### src/rtl/serreg_pkg.sv
// Package: shared constants of the dual-channel serial register front end.
// Assumes an 8-bit host bus and a 16-entry control register space.
package serreg_pkg;
    localparam int DATA_W      = 8;
    localparam int NUM_CH      = 2;
    localparam int REG_COUNT   = 16;
    localparam int PTR_W       = $clog2(REG_COUNT);
    localparam int CMD_W       = 3;
    localparam int SYNC_STAGES = 2;

    // Control register indices that the block decodes
    localparam logic [PTR_W-1:0] REG_CMD  = 4'd0;
    localparam logic [PTR_W-1:0] REG_IE   = 4'd1;
    localparam logic [PTR_W-1:0] REG_VEC  = 4'd2;
    localparam logic [PTR_W-1:0] REG_MODE = 4'd4;
    localparam logic [PTR_W-1:0] REG_MIC  = 4'd9;
    localparam logic [PTR_W-1:0] REG_EXT  = 4'd15;

    // Command field codes carried in bits [5:3] of a register-0 write
    localparam logic [CMD_W-1:0] CMD_POINT_HI = 3'd1;
    localparam logic [CMD_W-1:0] CMD_CLR_EXT  = 3'd2;

    // Bit positions
    localparam int EXT_DCD_BIT = 3;
    localparam int IE_EXT_BIT  = 0;
    localparam int MIC_MIE_BIT = 3;
    localparam int MIC_HI_BIT  = 4;

    // Source codes placed into the vector
    localparam logic [2:0] SRC_CODE_A = 3'd1;
    localparam logic [2:0] SRC_CODE_B = 3'd5;
endpackage

### src/rtl/serreg_ptr.sv
// Module: serreg_ptr
// Holds the shared control register pointer. A control write made while the
// pointer is 0 loads it; any other control access returns it to 0.
// Assumes the caller never raises ctrl_wr and ctrl_rd together.
module serreg_ptr
    import serreg_pkg::*;
(
    input  logic             clk,
    input  logic             rst_n,
    input  logic             ctrl_wr,
    input  logic             ctrl_rd,
    input  logic [5:0]       wdata_lo,
    output logic [PTR_W-1:0] ptr_q
);
    logic             load_now;
    logic [PTR_W-1:0] load_val;

    // Work out whether this cycle loads a new pointer and what value it takes
    always_comb begin
        load_now = ctrl_wr && (ptr_q == REG_CMD);
        load_val = {wdata_lo[5:3] == CMD_POINT_HI, wdata_lo[2:0]};
    end

    // Pointer register: load, or fall back to zero after a targeted access
    always_ff @(posedge clk) begin
        if (!rst_n) begin
            ptr_q <= '0;
        end else if (load_now) begin
            ptr_q <= load_val;
        end else if (ctrl_wr || ctrl_rd) begin
            ptr_q <= '0;
        end
    end

    assert_ptr_return_R1: assert property (@(posedge clk) disable iff (!rst_n)
        ((ctrl_wr || ctrl_rd) && ptr_q != '0) |=> (ptr_q == '0));

    assert_point_high_R2: assert property (@(posedge clk) disable iff (!rst_n)
        (ctrl_wr && ptr_q == '0 && wdata_lo[5:3] == CMD_POINT_HI) |=> ptr_q[PTR_W-1]);
endmodule

### src/rtl/serreg_chan.sv
// Module: serreg_chan
// One channel's private registers: data, interrupt enable, mode and
// external/status mask. It also holds the carrier-detect synchroniser and the
// pending event latch. Assumes the carrier-detect input is low during reset.
module serreg_chan
    import serreg_pkg::*;
(
    input  logic              clk,
    input  logic              rst_n,
    input  logic              dcd_in,
    input  logic              data_we,
    input  logic              ctrl_we,
    input  logic [PTR_W-1:0]  ptr,
    input  logic [DATA_W-1:0] wdata,
    output logic [DATA_W-1:0] data_q,
    output logic [DATA_W-1:0] mode_q,
    output logic [DATA_W-1:0] rr0,
    output logic [DATA_W-1:0] rr15,
    output logic              irq_req
);
    logic [SYNC_STAGES-1:0] sync_q;
    logic                   dcd_lvl;
    logic                   dcd_prev_q;
    logic                   dcd_change;
    logic                   ie_ext_q;
    logic                   mask_dcd_q;
    logic                   pend_q;
    logic                   clr_ext;
    logic                   set_ext;

    // Carrier-detect synchroniser chain
    always_ff @(posedge clk) begin
        if (!rst_n) begin
            sync_q <= '0;
        end else begin
            sync_q <= {sync_q[SYNC_STAGES-2:0], dcd_in};
        end
    end

    // Previous synchronised level, kept for change detection
    always_ff @(posedge clk) begin
        if (!rst_n) begin
            dcd_prev_q <= 1'b0;
        end else begin
            dcd_prev_q <= dcd_lvl;
        end
    end

    // Decode level change, event set and command clear
    always_comb begin
        dcd_lvl    = sync_q[SYNC_STAGES-1];
        dcd_change = dcd_lvl ^ dcd_prev_q;
        set_ext    = dcd_change && mask_dcd_q;
        clr_ext    = ctrl_we && (ptr == REG_CMD) && (wdata[5:3] == CMD_CLR_EXT);
    end

    // Private control registers written through the pointer
    always_ff @(posedge clk) begin
        if (!rst_n) begin
            ie_ext_q   <= 1'b0;
            mask_dcd_q <= 1'b0;
            mode_q     <= '0;
        end else if (ctrl_we) begin
            if (ptr == REG_IE)   ie_ext_q   <= wdata[IE_EXT_BIT];
            if (ptr == REG_EXT)  mask_dcd_q <= wdata[EXT_DCD_BIT];
            if (ptr == REG_MODE) mode_q     <= wdata;
        end
    end

    // Data register
    always_ff @(posedge clk) begin
        if (!rst_n) begin
            data_q <= '0;
        end else if (data_we) begin
            data_q <= wdata;
        end
    end

    // Pending external/status event; a new event wins over a clear
    always_ff @(posedge clk) begin
        if (!rst_n) begin
            pend_q <= 1'b0;
        end else if (set_ext) begin
            pend_q <= 1'b1;
        end else if (clr_ext) begin
            pend_q <= 1'b0;
        end
    end

    // Read-back images and the request to the interrupt logic
    always_comb begin
        rr0                 = '0;
        rr0[EXT_DCD_BIT]    = dcd_lvl;
        rr15                = '0;
        rr15[EXT_DCD_BIT]   = pend_q;
        irq_req             = ie_ext_q && pend_q;
    end

    assert_rise_needs_mask_R5: assert property (@(posedge clk) disable iff (!rst_n)
        $rose(pend_q) |-> $past(mask_dcd_q));

    assert_pending_sticky_R5: assert property (@(posedge clk) disable iff (!rst_n)
        (pend_q && !clr_ext) |=> pend_q);

    assert_clear_R7: assert property (@(posedge clk) disable iff (!rst_n)
        (clr_ext && !set_ext) |=> !pend_q);
endmodule

### src/rtl/serreg_vec.sv
// Module: serreg_vec
// Shared vector and master interrupt control registers. Builds the
// read-back vector with the source code inserted and drives the interrupt
// output. Assumes req[0] is channel A and req[1] is channel B.
module serreg_vec
    import serreg_pkg::*;
(
    input  logic              clk,
    input  logic              rst_n,
    input  logic              ctrl_we,
    input  logic [PTR_W-1:0]  ptr,
    input  logic [DATA_W-1:0] wdata,
    input  logic [NUM_CH-1:0] req,
    output logic [DATA_W-1:0] vec_rd,
    output logic              irq_out
);
    logic [DATA_W-1:0] vec_q;
    logic              mie_q;
    logic              hi_q;
    logic [2:0]        code;

    // Shared registers, written through whichever channel was addressed
    always_ff @(posedge clk) begin
        if (!rst_n) begin
            vec_q <= '0;
            mie_q <= 1'b0;
            hi_q  <= 1'b0;
        end else if (ctrl_we) begin
            if (ptr == REG_VEC) vec_q <= wdata;
            if (ptr == REG_MIC) begin
                mie_q <= wdata[MIC_MIE_BIT];
                hi_q  <= wdata[MIC_HI_BIT];
            end
        end
    end

    // Pick the source code with channel A first and merge it into the vector
    always_comb begin
        code   = req[0] ? SRC_CODE_A : SRC_CODE_B;
        vec_rd = vec_q;
        if (|req) begin
            if (hi_q) vec_rd[6:4] = code;
            else      vec_rd[3:1] = code;
        end
        irq_out = mie_q && (|req);
    end

    assert_irq_needs_req_R6: assert property (@(posedge clk) disable iff (!rst_n)
        irq_out |-> (req != '0));
endmodule

### src/rtl/dual_serial_regif.sv
// Module: dual_serial_regif
// Host register front end of a two-channel serial controller: it decodes
// the address, holds the shared pointer, one register set per channel and
// the shared interrupt registers, and muxes read data. Assumes one access
// per strobe cycle; read data is combinational in the read cycle.
module dual_serial_regif
    import serreg_pkg::*;
(
    input  logic        clk,
    input  logic        rst_n,
    input  logic [1:0]  bus_addr,
    input  logic        bus_wr,
    input  logic        bus_rd,
    input  logic [7:0]  bus_wdata,
    output logic [7:0]  bus_rdata,
    input  logic [1:0]  dcd_in,
    output logic        irq_out,
    output logic [7:0]  mode_a,
    output logic [7:0]  mode_b
);
    logic              is_data;
    logic              ch_sel;
    logic              ctrl_wr;
    logic              ctrl_rd;
    logic [PTR_W-1:0]  ptr_q;
    logic [NUM_CH-1:0] req;
    logic [DATA_W-1:0] vec_rd;
    logic [DATA_W-1:0] data_q [NUM_CH];
    logic [DATA_W-1:0] mode_q [NUM_CH];
    logic [DATA_W-1:0] rr0    [NUM_CH];
    logic [DATA_W-1:0] rr15   [NUM_CH];

    // Address decode into control and data strobes
    always_comb begin
        is_data = bus_addr[1];
        ch_sel  = bus_addr[0];
        ctrl_wr = bus_wr && !is_data;
        ctrl_rd = bus_rd && !bus_wr && !is_data;
    end

    serreg_ptr u_ptr (
        .clk      (clk),
        .rst_n    (rst_n),
        .ctrl_wr  (ctrl_wr),
        .ctrl_rd  (ctrl_rd),
        .wdata_lo (bus_wdata[5:0]),
        .ptr_q    (ptr_q)
    );

    for (genvar ch = 0; ch < NUM_CH; ch++) begin : g_chan
        serreg_chan u_chan (
            .clk     (clk),
            .rst_n   (rst_n),
            .dcd_in  (dcd_in[ch]),
            .data_we (bus_wr && is_data && (ch_sel == ch[0])),
            .ctrl_we (ctrl_wr && (ch_sel == ch[0])),
            .ptr     (ptr_q),
            .wdata   (bus_wdata),
            .data_q  (data_q[ch]),
            .mode_q  (mode_q[ch]),
            .rr0     (rr0[ch]),
            .rr15    (rr15[ch]),
            .irq_req (req[ch])
        );
    end

    serreg_vec u_vec (
        .clk     (clk),
        .rst_n   (rst_n),
        .ctrl_we (ctrl_wr),
        .ptr     (ptr_q),
        .wdata   (bus_wdata),
        .req     (req),
        .vec_rd  (vec_rd),
        .irq_out (irq_out)
    );

    // Read mux: data register, or the control register the pointer names
    always_comb begin
        bus_rdata = '0;
        if (is_data) begin
            bus_rdata = data_q[ch_sel];
        end else begin
            case (ptr_q)
                REG_CMD: bus_rdata = rr0[ch_sel];
                REG_VEC: bus_rdata = ch_sel ? '0 : vec_rd;
                REG_EXT: bus_rdata = rr15[ch_sel];
                default: bus_rdata = '0;
            endcase
        end
    end

    // Mode registers out to the serial engine
    always_comb begin
        mode_a = mode_q[0];
        mode_b = mode_q[1];
    end

    assert_irq_has_status_R6: assert property (@(posedge clk) disable iff (!rst_n)
        irq_out |-> (rr15[0][EXT_DCD_BIT] || rr15[1][EXT_DCD_BIT]));

    assert_data_keeps_ptr_R3: assert property (@(posedge clk) disable iff (!rst_n)
        ((bus_wr || bus_rd) && is_data) |=> $stable(ptr_q));
endmodule

### config.mk
export PLATFORM = sky130hd
export DESIGN_NAME = dual_serial_regif
export DESIGN_NICKNAME = d
export VERILOG_FILES = /design/src/rtl/serreg_pkg.sv /design/src/rtl/serreg_ptr.sv /design/src/rtl/serreg_chan.sv /design/src/rtl/serreg_vec.sv /design/src/rtl/dual_serial_regif.sv
export SDC_FILE = /design/constraint.sdc
export NUM_CORES = 1
export LEC_CHECK = 0
export ABC_AREA = 0
export ABC_CLOCK_PERIOD_IN_PS = 1550
export BUFFER_PORTS_ARGS = -buffer_cell sky130_fd_sc_hd__buf_2
export CORE_MARGIN = 2
export CORE_UTILIZATION = 50
export CTS_BUF_LIST = sky130_fd_sc_hd__clkbuf_2
export DETAILED_ROUTE_END_ITERATION = 6
export MAX_ROUTING_LAYER = met4
export PLACE_DENSITY = 0.82
export SLEW_MARGIN = 15
export SYNTH_ARGS = -nofsm -noshare
export SYNTH_HDL_FRONTEND = slang
export SYNTH_SLANG_ARGS = --single-unit
### constraint.sdc
create_clock -name clk -period 1.55 [get_ports clk]
set_input_delay 0.0775 -clock clk [delete_from_list [all_inputs] [get_ports clk]]
set_output_delay 0.0775 -clock clk [all_outputs]
set_load 0.02 [all_outputs]
== Word-level counts from Yosys, hierarchy flattened ==
Cells that the tools add are included.
Widths: inputs -> output; s select.

* Bitwise operators: 4
* Muxes and demuxes: 22
* Magnitude comparators: 1
* Reductions and logical operators: 34
* Eq/ne operators: 7

{| class="wikitable"
|+ Operators by type and width
! cell !! count
|-
| $mux 8 || 9
|-
| $pmux 8 s3 || 1
|-
| $logic_and 1x1->1 || 18
|-
| $mux 4 || 4
|-
| $reduce_and 2->1 || 8
|-
| $mux 3 || 3
|-
| $eq 4x4->1 const B || 2
|-
| $mux 6 || 1
|-
| $reduce_bool 2->1 || 3
|-
| $eq 4x1->1 const B || 1
|-
| $eq 4x2->1 const B || 1
|-
| $eq 4x3->1 const B || 1
|-
| $logic_not 4->1 || 1
|-
| $mux 1 || 4
|-
| $eq 3x1->1 const B || 1
|-
| $eq 3x2->1 const B || 1
|-
| $ge 2x2->1 const B || 1
|-
| $logic_not 1->1 || 2
|-
| $not 1->2 || 1
|-
| $reduce_or 2->1 || 1
|-
| $xor 1x1->1 || 2
|-
| $logic_or 1x1->1 || 1
|-
| $not 1->1 || 1
|}

* Word-level logic and storage cells: 86
* Bits in registers: 58
* Input bits: 16
* Output and inout bits: 25

== Depth between registers and ports, before layout ==
* Word-level depth: 7
* Gate-level depth with buffers: 5
* Depth with buffers taken out: 3

== By module ==
A second synthesis with hierarchy kept.

* Cell total of the unflattened synthesis: 353
* Area total of the unflattened synthesis: 3343.2 µm²

{| class="wikitable"
|+ Modules (own cells, without submodules)
! module !! seq. area each (µm²) !! area each (µm²) !! times used !! cells an instance
|-
| serreg_chan || 440.4 || 994.7 || 2 || 103
|-
| dual_serial_regif || 0.0 || 683.2 || 1 || 75
|-
| serreg_vec || 200.2 || 503.0 || 1 || 59
|-
| serreg_ptr || 80.1 || 167.7 || 1 || 13
|}

== Worst setup path after synthesis ==
Ideal clock, no wire load.

* Path type: register to output
* Start: register u_ptr.ptr_q[3]
* End: output bus_rdata[1]
* Cell stages (with the launch flop): 4
* Setup slack: -180 ps
* Data arrival time: 1653 ps
* Data required time: 1472 ps
* Buffers on the path: 0
* Cell sequence: dfxtp_1 nor4b_2 nand2b_2 o31ai_1

* Cells in the longest elaborated chain, start to end: 3
* Elaborated cells on any way between the ends: 5
* Classes of those cells: 2 x eq/ne; 2 x mux; 1 x reduce/logical

{| class="wikitable"
|+ Ends and longest elaborated chain
! what !! line !! text
|-
| start, declared || serreg_ptr.sv:13 || <nowiki>output logic [PTR_W-1:0] ptr_q</nowiki>
|-
| start signal, assigned || serreg_ptr.sv:29 || <nowiki>ptr_q <= load_val;</nowiki>
|-
| $eq 4x4->1 (tied with other cells) || dual_serial_regif.sv:84 || <nowiki>case (ptr_q)</nowiki>
|-
| $pmux 8 s3 (*) || dual_serial_regif.sv:84 ||
|-
| $mux 8 (*) || dual_serial_regif.sv:81 || <nowiki>if (is_data) begin</nowiki>
|-
| end, declared || dual_serial_regif.sv:15 || <nowiki>output logic [7:0] bus_rdata,</nowiki>
|}

Mark *: on every way between the ends. The rest lies on a longest branch, timed or not.

== Worst setup path in the final report ==
* Start: register u_ptr.ptr_q[0]
* End: output bus_rdata[3]

The elaborated chain is that of the path after synthesis.

==> metrics.sh <==
RUN_STATUS='finished, violations left'
VIOLATIONS='negative setup slack'
YOSYS_REG_BITS=58
CTS_TREE='yes'
H-TREE-DEPTH=3
IR_WORST_VDD_mV=0.485
UNREPAIRED_SETUP_ENDPOINTS_AFTER_GLOBAL_ROUTING='true'
DP_HPWL_UM=4750
SYN-NUM-NETS=311
AVGSYNTHCELLAREA_UM2=9.03
PLACED_CELLS=404
CHIPHEIGHT_UM=77.0
TOTALPOWERFINAL_mW=2.89
VIAS=2793
CRITICAL_PATH_CLASS='reg -> out'
POSTLAYOUTCELLAREA_UM2=3710
TIMING_WORST_SLEW_PIN_VALUE_NS=0.580
CRITICAL_PATH_ARRIVAL_NS=2.00
TIMING.FINAL.CRIT_PERIOD_NS=2.08
REQUIRED_NS=1.47
FINAL_MIN_PERIOD_OVER_CLOCK_PERIOD_PCT=134
SYN_INST=295
DRT_PRE_ANTENNA_ITERS=7
FINAL.SETUP_SKEW_NS=0.00560
ROUTED_WIRELENGTH_UM=8860
POST_SYNTH_NUM_CELL_TYPES=52
CRITICAL_PATH_FANOUTS_MAX=7
DRT_FIRST_ITER_VIOLATIONS=459
FILL_CELLS=357
POWER_DENSITY_nW_PER_UM2=779
P_LEAK_nW=1.51
PORTBUFFERS=40
FULL_DIE_AREA_UM2=5930
ANTENNA_CELLS_INSERTED=0
SYNTH.YOSYS.SEQ_AREA_SHARE_PCT=43.6
POSTSYNTH.TOPFLOPCELL='sky130_fd_sc_hd__dfxtp_1'
FINALCOREUTILIZATION_PCT=72.2
NUMBER_OF_ANTENNA_VIOLATIONS_AT_THE_FIRST_CHECK_IN_GLOBAL_ROUTING=0
FINAL_NETS=385
CRITPATHCAPTURETYPE='output pin'
DRCVIOLATIONCOUNT=0
NUMCTSBUFFERS=9
P_SEQ_SHARE_PCT=53.1
SYNTH.AREA.TOP_CELLS='sky130_fd_sc_hd__dfxtp_1, sky130_fd_sc_hd__mux2i_1, sky130_fd_sc_hd__a21oi_1'
ROW_COUNT=26
SYNTH.LARGEST_AREA_CELL='sky130_fd_sc_hd__dfxtp_1'
POWER_FRAC_CLOCK_PCT=31.3
GP_ROUTABILITY_CONGESTION=0.848
AREA_GROWTH_SYN_TO_LAYOUT_PCT=39.3
ASYNCSETRESETFLOPFRACSYNTH_PCT=0
CTS-ROOT-TO-SINK-BUFFERS=2
FMAXACHIEVABLE_MHz=480
ROUTED_VIAS_INST=6.29
DIEWIDTH_UM=77.0
FINALHOLDVIOLATIONS=0
NON_FILLER_INSTANCE_COUNT_AFTER_LAYOUT=444
DRIVE_ABOVE_1_SHARE_PCT=39.8
INITIAL_CORE_UTIL_PCT=51.8
SETUP_WS_NS=-0.532
CLOCKROOTBUFFER='sky130_fd_sc_hd__clkbuf_2'
MOST_FREQUENT_STANDARD_CELL_IN_THE_LAYOUT_EXCLUDING_FILL_AND_TAP_CELLS='sky130_fd_sc_hd__dfxtp_1'
WORST_SKEW_PAIR.LATE_LATENCY_NS=0.45
GRT_START_MAX_NET_PINS=53
TYPE_OF_ELEMENT_LAUNCHING_THE_CRITICAL_PATH='flip-flop'
FINAL_ANTENNA_NET_COUNT=0
CTS.SINK_COUNT=58
SLEW_VIOL_FINAL=0
SYNTH_LARGEST_TYPE_AREA_FRACTION_PCT=43.6
HOLDCRITPATHCLASS='in -> reg'
POST_DP_CELL_AREA_UM2=3090
SYNTHESIS.AREA_UM2=2660
NETSWITCHINGFRACTION_PCT=28.1
WORST_HOLD_SLACK_NS=0.0711
POWER_REPORT.INTERNAL_TOTAL_mW=2.08
CLOCK_EDGE_TRANSITION_AT_THE_REGISTERS_ON_THE_REPORTED_SETUP_AND_HOLD_PATHS_NS=0.16
COMB_POWER_SHARE_PCT=15.6
TIMING.MAX_CAP.VIOLATIONS=0
ROUTE.DETAILED.WL_PER_INST_UM=20.0
SYNTH_ENABLE_FLOP_CELLS=0
FLOORPLAN.CORE_AREA_UM2=5140
GLOBAL_ROUTE.OVERFLOW_TOTAL=0
SWITCHING_POWER_TOTAL_mW=0.812
GRTUSAGETOTAL_PCT=26.6
LAYOUT_COMMON_CELLS='sky130_fd_sc_hd__dfxtp_1, sky130_fd_sc_hd__buf_2, sky130_fd_sc_hd__a21oi_1, sky130_fd_sc_hd__buf_4'
SETUP-VIOLATIONS-FINAL=34
YS.WARNINGS.COUNT=0
VIA_COUNT_OF_THE_FIRST_GLOBAL_ROUTING_PASS=2467
NUM_IO_PINS=41
RELSLEWSLACK_PCT=61.4
GRT_PASS1_WL_UM=12100
[power by group through the flow]
stage | Clock (mW) | Combinational (mW) | Sequential [mW]
detailed placement | 0 | 0.334 | 1.57
finish | 0.905 | 0.452 | 1.53
global placement | 0 | 0.326 | 1.56
floorplan | 0 | 0.209 | 1.57
CTS | 0.900 | 0.392 | 1.54
global route | 0.974 | 0.469 | 1.54
[critical path: stages (launching register included)]
cell and delay, ns:
sky130_fd_sc_hd__dfxtp_2 0.36, sky130_fd_sc_hd__buf_6 0.13, sky130_fd_sc_hd__or4_4 0.55, sky130_fd_sc_hd__o221ai_4 0.23, sky130_fd_sc_hd__a2bb2oi_4 0.16, sky130_fd_sc_hd__buf_6 0.13
[logic make-up after synthesis]
group / count (synthesis) / share of synthesized area [%]
buf+inv: 31 / 5.59
xor+xnor: 2 / 0.658
compound gates: 85 / 19.5
mux: 26 / 9.91
simple gates: 93 / 20.7
flops: 58 / 43.6
[stage by stage]
stage | setup slack [ns] | setup TNS, ns
2_1_floorplan | -0.0178 | -0.0378
3_3_place_gp | -0.111 | -0.186
3_5_place_dp | -0.140 | -0.358
4_1_cts | -0.542 | -4.14
5_1_grt | -0.624 | -9.97
6_report | -0.532 | -8.19
[Yosys cell counts, types with 3 or more instances]
cell type / number
sky130_fd_sc_hd__and2_1: 7
sky130_fd_sc_hd__o21ai_0: 29
sky130_fd_sc_hd__o31ai_1: 4
sky130_fd_sc_hd__nand3_1: 31
sky130_fd_sc_hd__a21oi_1: 35
sky130_fd_sc_hd__nand2_1: 6
sky130_fd_sc_hd__clkbuf_1: 14
sky130_fd_sc_hd__mux2i_1: 23
sky130_fd_sc_hd__inv_1: 3
sky130_fd_sc_hd__buf_2: 8
sky130_fd_sc_hd__nor2_1: 23
sky130_fd_sc_hd__dfxtp_1: 58
sky130_fd_sc_hd__a32oi_1: 3
sky130_fd_sc_hd__nand3b_1: 3
sky130_fd_sc_hd__mux2_2: 3
[path summary, 6_finish.rpt]
check        slack (ns)                    endpoint  cells past startpoint                        from
max               -0.53                bus_rdata[3]                      5              u_ptr.ptr_q[0]
min                0.07  g_chan[1].u_chan.mode_q[4]                      4                bus_wdata[4]
max reg2reg       -0.28   g_chan[0].u_chan.ie_ext_q                      8              u_ptr.ptr_q[1]
min reg2reg        0.46  g_chan[0].u_chan.sync_q[1]                      1  g_chan[0].u_chan.sync_q[0]
[timing repair]
item / 4_1_cts / 5_1_grt
gates cloned: 1 / 0
endpoints found under the setup margin: 24 / 34
buffers inserted: 4 / 7
hold buffers: 12 / 0
resized for setup: 55 / 41
hold endpoints to repair: 40 / 0
pin swaps: 14 / 20
[layout make-up]
cell class / instances / area [µm²] / share of cell area (%)
Sequential cell: 58 / 1170 / 31.7
Clock buffer: 11 / 55.1 / 1.48
Multi-Input combinational cell: 206 / 1610 / 43.3
Clock inverter: 5 / 45.0 / 1.21
Inverter: 4 / 15.0 / 0.405
Timing Repair Buffer: 90 / 728 / 19.6
Tap cell: 70 / 87.6 / 2.36
[per-layer routing]
| metal | global-route usage, % | wire length (µm) |
|---|---|---|
| met1 | 33.6 | 3610 |
| met2 | 43.2 | 4370 |
| met3 | 3.41 | 594 |
| met4 | 11.4 | 284 |
| met5 | - | 0 |
[flip-flops by register name (all words and copies together), names as in the netlist]
register and count:
g_chan.u_chan.sync_q 4, g_chan.u_chan.dcd_prev_q 2, u_vec.vec_q 8, g_chan.u_chan.pend_q 2
g_chan.u_chan.ie_ext_q 2, u_vec.hi_q 1, g_chan.u_chan.mask_dcd_q 2, u_vec.mie_q 1
u_ptr.ptr_q 4, g_chan.u_chan.mode_q 16, g_chan.u_chan.data_q 16
No activity file was read; power rests on OpenSTA's default activity.
